### src/rtl/dmach_pkg.sv
package dmach_pkg;
  typedef enum logic [1:0] {S_IDLE, S_READ, S_CAPT, S_WRITE} dmach_state_e;

  localparam logic [2:0] REG_CTRL = 3'd0;
  localparam logic [2:0] REG_SRC  = 3'd1;
  localparam logic [2:0] REG_DST  = 3'd2;
  localparam logic [2:0] REG_CNT  = 3'd3;
  localparam logic [2:0] REG_MASK = 3'd4;
  localparam logic [2:0] REG_STAT = 3'd5;

  localparam int CB_EN    = 0;
  localparam int CB_RING  = 1;
  localparam int CB_HALF  = 2;
  localparam int CB_SINC  = 3;
  localparam int CB_DINC  = 4;
  localparam int CTRL_W   = 5;

  localparam int DATA_W   = 16;
endpackage

### src/rtl/dmach_regs.sv
module dmach_regs
  import dmach_pkg::*;
(
  input  logic              clk,
  input  logic              rst,
  input  logic              we,
  input  logic [2:0]        waddr,
  input  logic [CTRL_W-1:0] wbits,
  input  logic              step,
  input  logic              last,
  output logic [CTRL_W-1:0] ctrl,
  output logic              mask,
  output logic              status
);
  logic final_xfer;
  logic ring;
  logic en;

  assign ring = ctrl[CB_RING];
  assign en   = ctrl[CB_EN];
  assign final_xfer = step && last && !ring;

  always_ff @(posedge clk) begin
    if (rst) begin
      ctrl   <= '0;
      mask   <= 1'b0;
      status <= 1'b0;
    end else begin
      if (we && waddr == REG_CTRL) begin
        ctrl <= wbits;
      end
      if (final_xfer) begin
        ctrl[CB_EN] <= 1'b0;
      end
      if (we && waddr == REG_MASK) begin
        mask <= wbits[0];
      end
      if (final_xfer) begin
        status <= 1'b1;
      end else if (we && waddr == REG_STAT && wbits[0]) begin
        status <= 1'b0;
      end
    end
  end

  AST_RING_NO_STATUS: assert property (@(posedge clk) disable iff (rst)
    (ring && !status) |=> !status);

  AST_DONE_DISABLES: assert property (@(posedge clk) disable iff (rst)
    $rose(status) |-> !en);
endmodule

### src/rtl/dmach_addr.sv
module dmach_addr #(
  parameter int AW = 16
) (
  input  logic          clk,
  input  logic          rst,
  input  logic          load,
  input  logic [AW-1:0] load_val,
  input  logic          step,
  input  logic          inc,
  input  logic          half,
  output logic [AW-1:0] addr
);
  localparam logic [AW-1:0] STEP_B = AW'(1);
  localparam logic [AW-1:0] STEP_H = AW'(2);

  always_ff @(posedge clk) begin
    if (rst) begin
      addr <= '0;
    end else if (step) begin
      if (inc) begin
        addr <= addr + (half ? STEP_H : STEP_B);
      end
    end else if (load) begin
      addr <= load_val;
    end
  end

  AST_FIXED_ADDR: assert property (@(posedge clk) disable iff (rst)
    (!inc && !load) |=> $stable(addr));
endmodule

### src/rtl/dmach_seq.sv
module dmach_seq
  import dmach_pkg::*;
#(
  parameter int AW = 16,
  parameter int CW = 8
) (
  input  logic              clk,
  input  logic              rst,
  input  logic              en,
  input  logic              half,
  input  logic              xfer_req,
  input  logic              cnt_load,
  input  logic [CW-1:0]     cnt_val,
  input  logic [AW-1:0]     src_addr,
  input  logic [AW-1:0]     dst_addr,
  input  logic [DATA_W-1:0] mem_rdata,
  output logic              mem_req,
  output logic              mem_we,
  output logic              mem_half,
  output logic [AW-1:0]     mem_addr,
  output logic [DATA_W-1:0] mem_wdata,
  output logic              step,
  output logic              last,
  output logic [CW-1:0]     count
);
  localparam int HB = DATA_W / 2;

  dmach_state_e state, state_n;
  logic req_q;
  logic pending;
  logic rise;
  logic start;
  logic [DATA_W-1:0] captured;

  assign rise  = xfer_req && !req_q;
  assign start = (state == S_IDLE) && en && (rise || pending);
  assign step  = (state == S_WRITE);
  assign last  = (count == '0);
  assign captured = half ? mem_rdata : {{HB{1'b0}}, mem_rdata[HB-1:0]};

  always_comb begin
    state_n = state;
    case (state)
      S_IDLE:  if (start) state_n = S_READ;
      S_READ:  state_n = S_CAPT;
      S_CAPT:  state_n = S_WRITE;
      S_WRITE: state_n = S_IDLE;
      default: state_n = S_IDLE;
    endcase
  end

  always_ff @(posedge clk) begin
    if (rst) begin
      state   <= S_IDLE;
      req_q   <= 1'b0;
      pending <= 1'b0;
    end else begin
      state <= state_n;
      req_q <= xfer_req;
      if (!en) begin
        pending <= 1'b0;
      end else if (start) begin
        pending <= 1'b0;
      end else if (rise) begin
        pending <= 1'b1;
      end
    end
  end

  always_ff @(posedge clk) begin
    if (rst) begin
      count <= '1;
    end else if (step) begin
      count <= count - 1'b1;
    end else if (cnt_load) begin
      count <= cnt_val;
    end
  end

  always_ff @(posedge clk) begin
    if (rst) begin
      mem_req   <= 1'b0;
      mem_we    <= 1'b0;
      mem_half  <= 1'b0;
      mem_addr  <= '0;
      mem_wdata <= '0;
    end else begin
      mem_req <= (state_n == S_READ) || (state_n == S_WRITE);
      if (state_n == S_READ) begin
        mem_we   <= 1'b0;
        mem_half <= half;
        mem_addr <= src_addr;
      end else if (state_n == S_WRITE) begin
        mem_we    <= 1'b1;
        mem_half  <= half;
        mem_addr  <= dst_addr;
        mem_wdata <= captured;
      end else begin
        mem_we <= 1'b0;
      end
    end
  end

  AST_IDLE_WHEN_OFF: assert property (@(posedge clk) disable iff (rst)
    (!en && state == S_IDLE) |=> (state == S_IDLE));

  AST_ONE_READ_PER_START: assert property (@(posedge clk) disable iff (rst)
    (mem_req && !mem_we) |-> $past(state == S_IDLE));
endmodule

### src/rtl/dmach_top.sv
module dmach_top
  import dmach_pkg::*;
#(
  parameter int AW = 16,
  parameter int CW = 8
) (
  input  logic              clk,
  input  logic              rst,
  input  logic              cfg_we,
  input  logic [2:0]        cfg_addr,
  input  logic [15:0]       cfg_wdata,
  input  logic [2:0]        rd_sel,
  output logic [15:0]       rd_data,
  input  logic              xfer_req,
  output logic              mem_req,
  output logic              mem_we,
  output logic              mem_half,
  output logic [AW-1:0]     mem_addr,
  output logic [15:0]       mem_wdata,
  input  logic [15:0]       mem_rdata,
  output logic              irq
);
  localparam int NADDR = 2;

  logic [CTRL_W-1:0] ctrl;
  logic              mask;
  logic              status;
  logic              step;
  logic              last;
  logic [CW-1:0]     count;
  logic [AW-1:0]     addr_q [NADDR];
  logic              addr_inc [NADDR];
  logic              addr_load [NADDR];

  assign addr_inc[0]  = ctrl[CB_SINC];
  assign addr_inc[1]  = ctrl[CB_DINC];
  assign addr_load[0] = cfg_we && (cfg_addr == REG_SRC);
  assign addr_load[1] = cfg_we && (cfg_addr == REG_DST);

  dmach_regs u_regs (
    .clk    (clk),
    .rst    (rst),
    .we     (cfg_we),
    .waddr  (cfg_addr),
    .wbits  (cfg_wdata[CTRL_W-1:0]),
    .step   (step),
    .last   (last),
    .ctrl   (ctrl),
    .mask   (mask),
    .status (status)
  );

  for (genvar g = 0; g < NADDR; g++) begin : g_addr
    dmach_addr #(.AW(AW)) u_addr (
      .clk      (clk),
      .rst      (rst),
      .load     (addr_load[g]),
      .load_val (AW'(cfg_wdata)),
      .step     (step),
      .inc      (addr_inc[g]),
      .half     (ctrl[CB_HALF]),
      .addr     (addr_q[g])
    );
  end

  dmach_seq #(.AW(AW), .CW(CW)) u_seq (
    .clk       (clk),
    .rst       (rst),
    .en        (ctrl[CB_EN]),
    .half      (ctrl[CB_HALF]),
    .xfer_req  (xfer_req),
    .cnt_load  (cfg_we && (cfg_addr == REG_CNT)),
    .cnt_val   (cfg_wdata[CW-1:0]),
    .src_addr  (addr_q[0]),
    .dst_addr  (addr_q[1]),
    .mem_rdata (mem_rdata),
    .mem_req   (mem_req),
    .mem_we    (mem_we),
    .mem_half  (mem_half),
    .mem_addr  (mem_addr),
    .mem_wdata (mem_wdata),
    .step      (step),
    .last      (last),
    .count     (count)
  );

  assign irq = status && !mask;

  always_ff @(posedge clk) begin
    if (rst) begin
      rd_data <= '0;
    end else begin
      case (rd_sel)
        REG_CTRL: rd_data <= 16'(ctrl);
        REG_SRC:  rd_data <= 16'(addr_q[0]);
        REG_DST:  rd_data <= 16'(addr_q[1]);
        REG_CNT:  rd_data <= 16'(count);
        REG_MASK: rd_data <= 16'(mask);
        REG_STAT: rd_data <= 16'(status);
        default:  rd_data <= '0;
      endcase
    end
  end

  AST_WRITE_AFTER_READ: assert property (@(posedge clk) disable iff (rst)
    (mem_req && mem_we) |-> $past(mem_req && !mem_we, 2));

  AST_MASK_HOLDS_IRQ: assert property (@(posedge clk) disable iff (rst)
    ($rose(status) && mask) |-> !irq);
endmodule

### config.mk
export PLATFORM = sky130hd
export DESIGN_NAME = dmach_top
export DESIGN_NICKNAME = d
export VERILOG_FILES = /design/src/rtl/dmach_pkg.sv /design/src/rtl/dmach_regs.sv /design/src/rtl/dmach_addr.sv /design/src/rtl/dmach_seq.sv /design/src/rtl/dmach_top.sv
export SDC_FILE = /design/constraint.sdc
export NUM_CORES = 1
export LEC_CHECK = 0
export BUFFER_PORTS_ARGS = -buffer_cell sky130_fd_sc_hd__buf_2
export CAP_MARGIN = 30
export CORE_MARGIN = 5
export CORE_UTILIZATION = 55
export DETAILED_ROUTE_END_ITERATION = 6
export PLACE_DENSITY = 0.79
export SETUP_SLACK_MARGIN = 0.02
export SYNTH_ARGS = -nofsm -noshare
export SYNTH_HDL_FRONTEND = slang
export SYNTH_SLANG_ARGS = --single-unit
### constraint.sdc
create_clock -name clk -period 3.6 [get_ports clk]
set_input_delay 0.72 -clock clk [delete_from_list [all_inputs] [get_ports clk]]
set_output_delay 0.72 -clock clk [all_outputs]
set_load 0.005 [all_outputs]
# After elaboration in Yosys (flattened, before gate mapping)
# Cells that the tools add are included.
[op_classes]
n_addsub = 3
n_mul = 0
div = 0
n_lt_le_gt_ge = 0
n_eq_ne = 17
shift = 0
muxes = 20
bitwise_logic = 2
n_reduce_logical = 33
[op_table]
columns = ["op", "count"]
rows = [
  ["16-bit 2-to-1 mux", 9],
  ["16-bit one-hot mux with 6 select lines", 1],
  ["16-bit adder", 2],
  ["8-bit 2-to-1 mux", 2],
  ["1-bit logical AND", 13],
  ["3-bit by 2-bit equality test with 1-bit output, second input constant", 4],
  ["3-bit equality test, second input constant", 4],
  ["2-bit nonzero test", 5],
  ["8-bit zero test", 1],
  ["2-bit one-hot mux with 4 select lines", 1],
  ["8-bit by 1-bit subtractor with 8-bit output, second input constant", 1],
  ["2-bit equality test, second input constant", 3],
  ["3-bit by 1-bit equality test with 1-bit output, second input constant", 2],
  ["3-bit zero test", 2],
  ["2-bit AND reduction", 3],
  ["1-bit 2-to-1 mux", 5],
  ["2-bit by 1-bit equality test with 1-bit output, second input constant", 2],
  ["2-bit 2-to-1 mux", 2],
  ["2-bit inequality test, second input constant", 2],
  ["2-bit OR reduction", 2],
  ["1-bit zero test", 3],
  ["3-bit OR reduction", 1],
  ["2-bit zero test", 1],
  ["1-bit logical OR", 2],
  ["1-bit inverter", 2],
]
[word_totals]
regBits = 102
latch_bits = 0
ramBits = 0
mem_bits_ro = 0
in_bits = 42
n_memories = 0

# Logic depth before layout (Yosys ltp)
[logic_depth]
word_depth = 9
ltp_mapped = 8

# Modules after synthesis
# Synthesis repeated with hierarchy kept, for this count alone.
[unflattened]
cells_unflattened = 589
hier_area_um2 = 5370.2
[modules_own_cells]
columns = ["module", "n_inst", "cells_each", "area_each_um2", "seq_area_each_um2"]
rows = [
  ["dmach_seq", 1, 226, 2249.7, 940.9],
  ["dmach_addr", 2, 130, 1027.2, 320.3],
  ["dmach_top", 1, 76, 772.0, 320.3],
  ["dmach_regs", 1, 27, 294.0, 140.1],
]

# Worst setup path after synthesis
# OpenSTA, ideal clock, no wires.
[synth_timing]
path_kind = "flip-flop to flip-flop"
from = "reg u_regs.ctrl[2]"
to = "reg g_addr[0].u_addr.addr[14]"
setup_ns = 0.095
arrival_ns = 2.265
slack_ns = 1.240
path_stages_with_launch = 9
path_buffers = 0
cell_sequence = "dfxtp_1 > inv_1 > ha_1 > inv_1 > fa_1 > nand3b_2 > or2_1 > or4b_1 > o311ai_1"
[synth_between]
elab_chain_len = 4
[synth_rtl]
columns = ["element", "line_no", "rtl"]
rows = [
  ["start, declared", "dmach_regs.sv:11", "output logic [CTRL_W-1:0] ctrl,"],
  ["start signal, assigned", "dmach_regs.sv:30", "ctrl <= wbits;"],
  ["2-bit 2-to-1 mux", "dmach_addr.sv:21", "addr <= addr + (half ? STEP_H : STEP_B);"],
  ["16-bit adder", "dmach_addr.sv:21", ""],
  ["16-bit 2-to-1 mux", "dmach_addr.sv:20", "if (inc) begin"],
  ["16-bit 2-to-1 mux", "dmach_addr.sv:19", "end else if (step) begin"],
  ["end signal, assigned", "dmach_addr.sv:21", ""],
  ["end signal, assigned", "dmach_addr.sv:24", "addr <= load_val;"],
  ["end, declared", "dmach_addr.sv:11", "output logic [AW-1:0] addr"],
]
# No other way between the ends. The select of a mux whose other input is x is not followed.
# A chain may end at the register's enable or synchronous reset.

# Worst setup path in the final report
# Ends and elaborated chain as after synthesis.

==> results.py <==
metrics = {
    "sta": {
        "rsz0062_at_grt": "false",
        "setup_violations": 0,
        "post-route-period-util_pct": 73.2,
        "worstMarginPinSlew_ns": 0.908,
        "clock.fmax_mhz": 379,
        "period_needed_ns": 2.64,
        "tns_ns": 0,
        "skew_ns": 0.0111,
        "fin_ws_ns": 0.964,
        "timing.max_slew.rel_slack_pct": 39.3,
        "finalHoldViolations": 0,
        "drv_slew": 0,
    },
    "power_and_ir_drop": {
        "leakage_nw": 2.27,
        "powerDensity_nw_per_um2": 489,
        "peakVddDrop_uv": 361,
        "p_total_mw": 2.98,
    },
    "yosys": {
        "yosysWarnings": 0,
        "netlist.area_leader.share_pct": 37.9,
        "synth_most_common_cell": "dfxtp_1",
        "syn-num-nets": 683,
        "syn-instance-count": 629,
        "synth_area_leader_cell": "dfxtp_1",
        "syn-cell-area_um2": 5390,
        "async_flop_share_pct": 0,
        "yosys-top-cells-area": "dfxtp_1 (38%), mux2_2 (4.4%), a21oi_1 (4.2%), mux2i_1 (3.9%), o21ai_0 (3.8%)",
        "ys_seq_area_share_pct": 37.9,
        "ys.flop_type": "dfxtp_1",
        "ys_top_cells_by_count": "dfxtp_1 (102), a21oi_1 (45), nor2_1 (43)",
        "ys_ff_latch": 102,
        "ys_types": 66,
        "synth.avg_cell_area_um2": 8.57,
        "synth_edf_count": 0,
    },
    "clock_network": {
        "h-tree-depth": 3,
        "cts_resized": 0,
        "postCtsSetupBuffers": 0,
        "numCtsBuffers": 9,
        "holdBufCountCts": 0,
        "cts_tree": "done",
        "clk_pin_slew_ns": 0.11,
        "clockRootBuffer": "clkbuf_8",
        "clock_latency_ns": 0.38,
        "clock-sinks": 102,
        "clockBufferDepth": 2,
    },
    "die": {
        "fp.dieH_um": 109,
        "dieArea_um2": 11900,
        "rows": 36,
        "core_um2": 9680,
        "initial_utilization_pct": 55.6,
        "dieWidth_um": 109,
        "num_io_pins": 94,
    },
    "worst_hold_path": {
        "min_path_type": "reg2reg",
        "whs_endpoint": "u_seq.mem_wdata[7]",
        "min_path_cells": 2,
        "min_from": "u_seq.mem_wdata[7]",
    },
    "route": {
        "routedWlPerCell_um": 18.5,
        "drt_wl_total_um": 15500,
        "drtIter0Drc": 458,
        "postRouteAntennaNets": 0,
        "num_vias": 5295,
        "via_per_inst": 6.33,
        "route.detailed.drc": 0,
        "firstDrtPassIters": 5,
    },
    "worst_setup_path": {
        "worst-r2r-cell-count": 8,
        "crit_start": "u_regs.ctrl[2]",
        "criticalPathCategory": "reg2reg",
        "cp-start-kind": "flop",
        "crit_path_max_fanout": 6,
        "critPathRequiredTime_ns": 3.88,
        "critPathTopFamily": "simple AND/OR/NAND/NOR gates",
        "end_kind": "flop",
        "slowest_delay_ns": 0.53,
        "reg2reg_slack_ns": 0.96,
        "cp.arrival_ns": 2.92,
        "slowest_stage": "or4b_1",
        "crit_path_frequent_cell": "inv_1",
        "reg2reg_from": "u_regs.ctrl[2]",
        "r2r_end": "g_addr[0].u_addr.addr[14]",
        "path_cells": "inv_1, ha_1, inv_1, fa_1, nand3b_2, or2_1, or4b_1, o311ai_1",
        "crit_buf_inv": 2,
    },
    "global_route": {
        "grt_overflow": 0,
        "antenna_found_initial": 0,
        "grt_max_degree": 74,
        "grt_pass1_wl_um": 24700,
        "grt_pass1_vias": 5011,
        "grt_use_total_pct": 26.4,
    },
    "finish": {
        "layout.cells.non_filler": 837,
        "drive_gt1_share_pct": 22.2,
        "syn2layout_area_growth_pct": 13.1,
        "nets": 753,
        "n_antenna_cell": 0,
        "fillerInstances": 836,
    },
    "placed_design": {
        "place_ws_ns": 1.02,
        "port-buffer-count": 93,
        "gp_congestion": 0.948,
        "dp_hpwl_um": 11100,
        "place_inst": 821,
    },
    "status": {
        "status": "finished clean",
    },
    "flow_run": {
        "drv_cap": 0,
    },
}
metal layers:
layer	up-vias	global-route usage, %	share of wire, %
li1	2492	-	-
met1	2479	33.1	40
met2	284	44.1	48
met3	40	5.21	8.2
met4	0	11.2	3.2
met5	-	0	0
worst max path at each step:
stage | end | slack, ns | cells past startpoint
2_1_floorplan | g_addr[0].u_addr.addr[14] | 1.24 | 8
3_3_place_gp | g_addr[0].u_addr.addr[14] | 1.13 | 8
3_5_place_dp | g_addr[0].u_addr.addr[14] | 1.02 | 8
4_1_cts | g_addr[0].u_addr.addr[14] | 0.99 | 8
5_1_grt | g_addr[0].u_addr.addr[14] | 0.85 | 8
6_report | g_addr[0].u_addr.addr[14] | 0.96 | 8
where the power goes:
part           total, mW  leakage [nW]  internal (mW)  switching, mW
Clock              0.782         0.111          0.353          0.429
Sequential          1.34         0.827           1.25         0.0825
Combinational      0.867          1.34          0.373          0.494
Total               2.98          2.27           1.98           1.00
cell type report:
type	count	area, um2	share of cell area [%]
Multi-Input combinational cell	466	3080	50.6
Inverter	20	75.1	1.23
Tap cell	133	166	2.73
Clock inverter	6	75.1	1.23
Clock buffer	10	138	2.26
Sequential cell	102	2040	33.5
Timing Repair Buffer	100	518	8.50
cells in the final DEF, fill, tap and decap left out, types with 5 or more instances in the layout:
cell      instances
dfxtp_1         102
buf_2            93
a21oi_1          45
nor2_1           43
nand2_1          41
o21ai_0          41
nor3_1           36
mux2_2           21
mux2i_1          21
inv_1            20
a22oi_1          19
nor2b_1          14
nand3_1          14
o31ai_1          12
and2_1           10
nand4_1          10
clkbuf_8         10
nand2b_1          9
nor4b_1           9
a211oi_1          9
ha_1              9
a31oi_1           8
o21a_1            7
buf_4             7
o22ai_1           6
nor4_1            6
a311oi_1          5
nand4b_1          5
cell families (layout without fill, tap and decap cells):
logic type | after synthesis | after routing | share of synthesized area [%]
AND/OR/NAND/NOR | 227 | 227 | 22.8
AO/OA/AOI/OAI | 184 | 184 | 22.6
flip-flops | 102 | 102 | 37.9
buffers and inverters | 61 | 136 | 4.95
multiplexers | 43 | 43 | 8.71
adder cells (fa/ha/maj) | 12 | 12 | 3.06
sequential cells by signal, summed over array words and instances (netlist names):
register            flops
u_seq.pending           1
g_addr.u_addr.addr     32
rd_data                16
u_regs.mask             1
u_seq.mem_we            1
u_seq.mem_half          1
u_regs.status           1
u_seq.count             8
u_seq.mem_addr         16
u_seq.state             2
u_seq.mem_req           1
u_seq.mem_wdata        16
u_regs.ctrl             5
u_seq.req_q             1
tightest hold or removal path, stage by stage, from the launching register on:
cell     delay (ns)
dfxtp_1        0.34
mux2i_1        0.06
nor2_1         0.07
stage by stage:
step                area [um2]  util (%)  hold slack, ns
floorplan                 5390         -           0.459
global placement          5880      60.8           0.470
detailed placement        5880      60.8           0.476
CTS                       6100      63.0           0.499
global route              6100      63.0           0.530
finish                    6100      63.0           0.498
No activity file was read; power rests on OpenSTA's default activity.
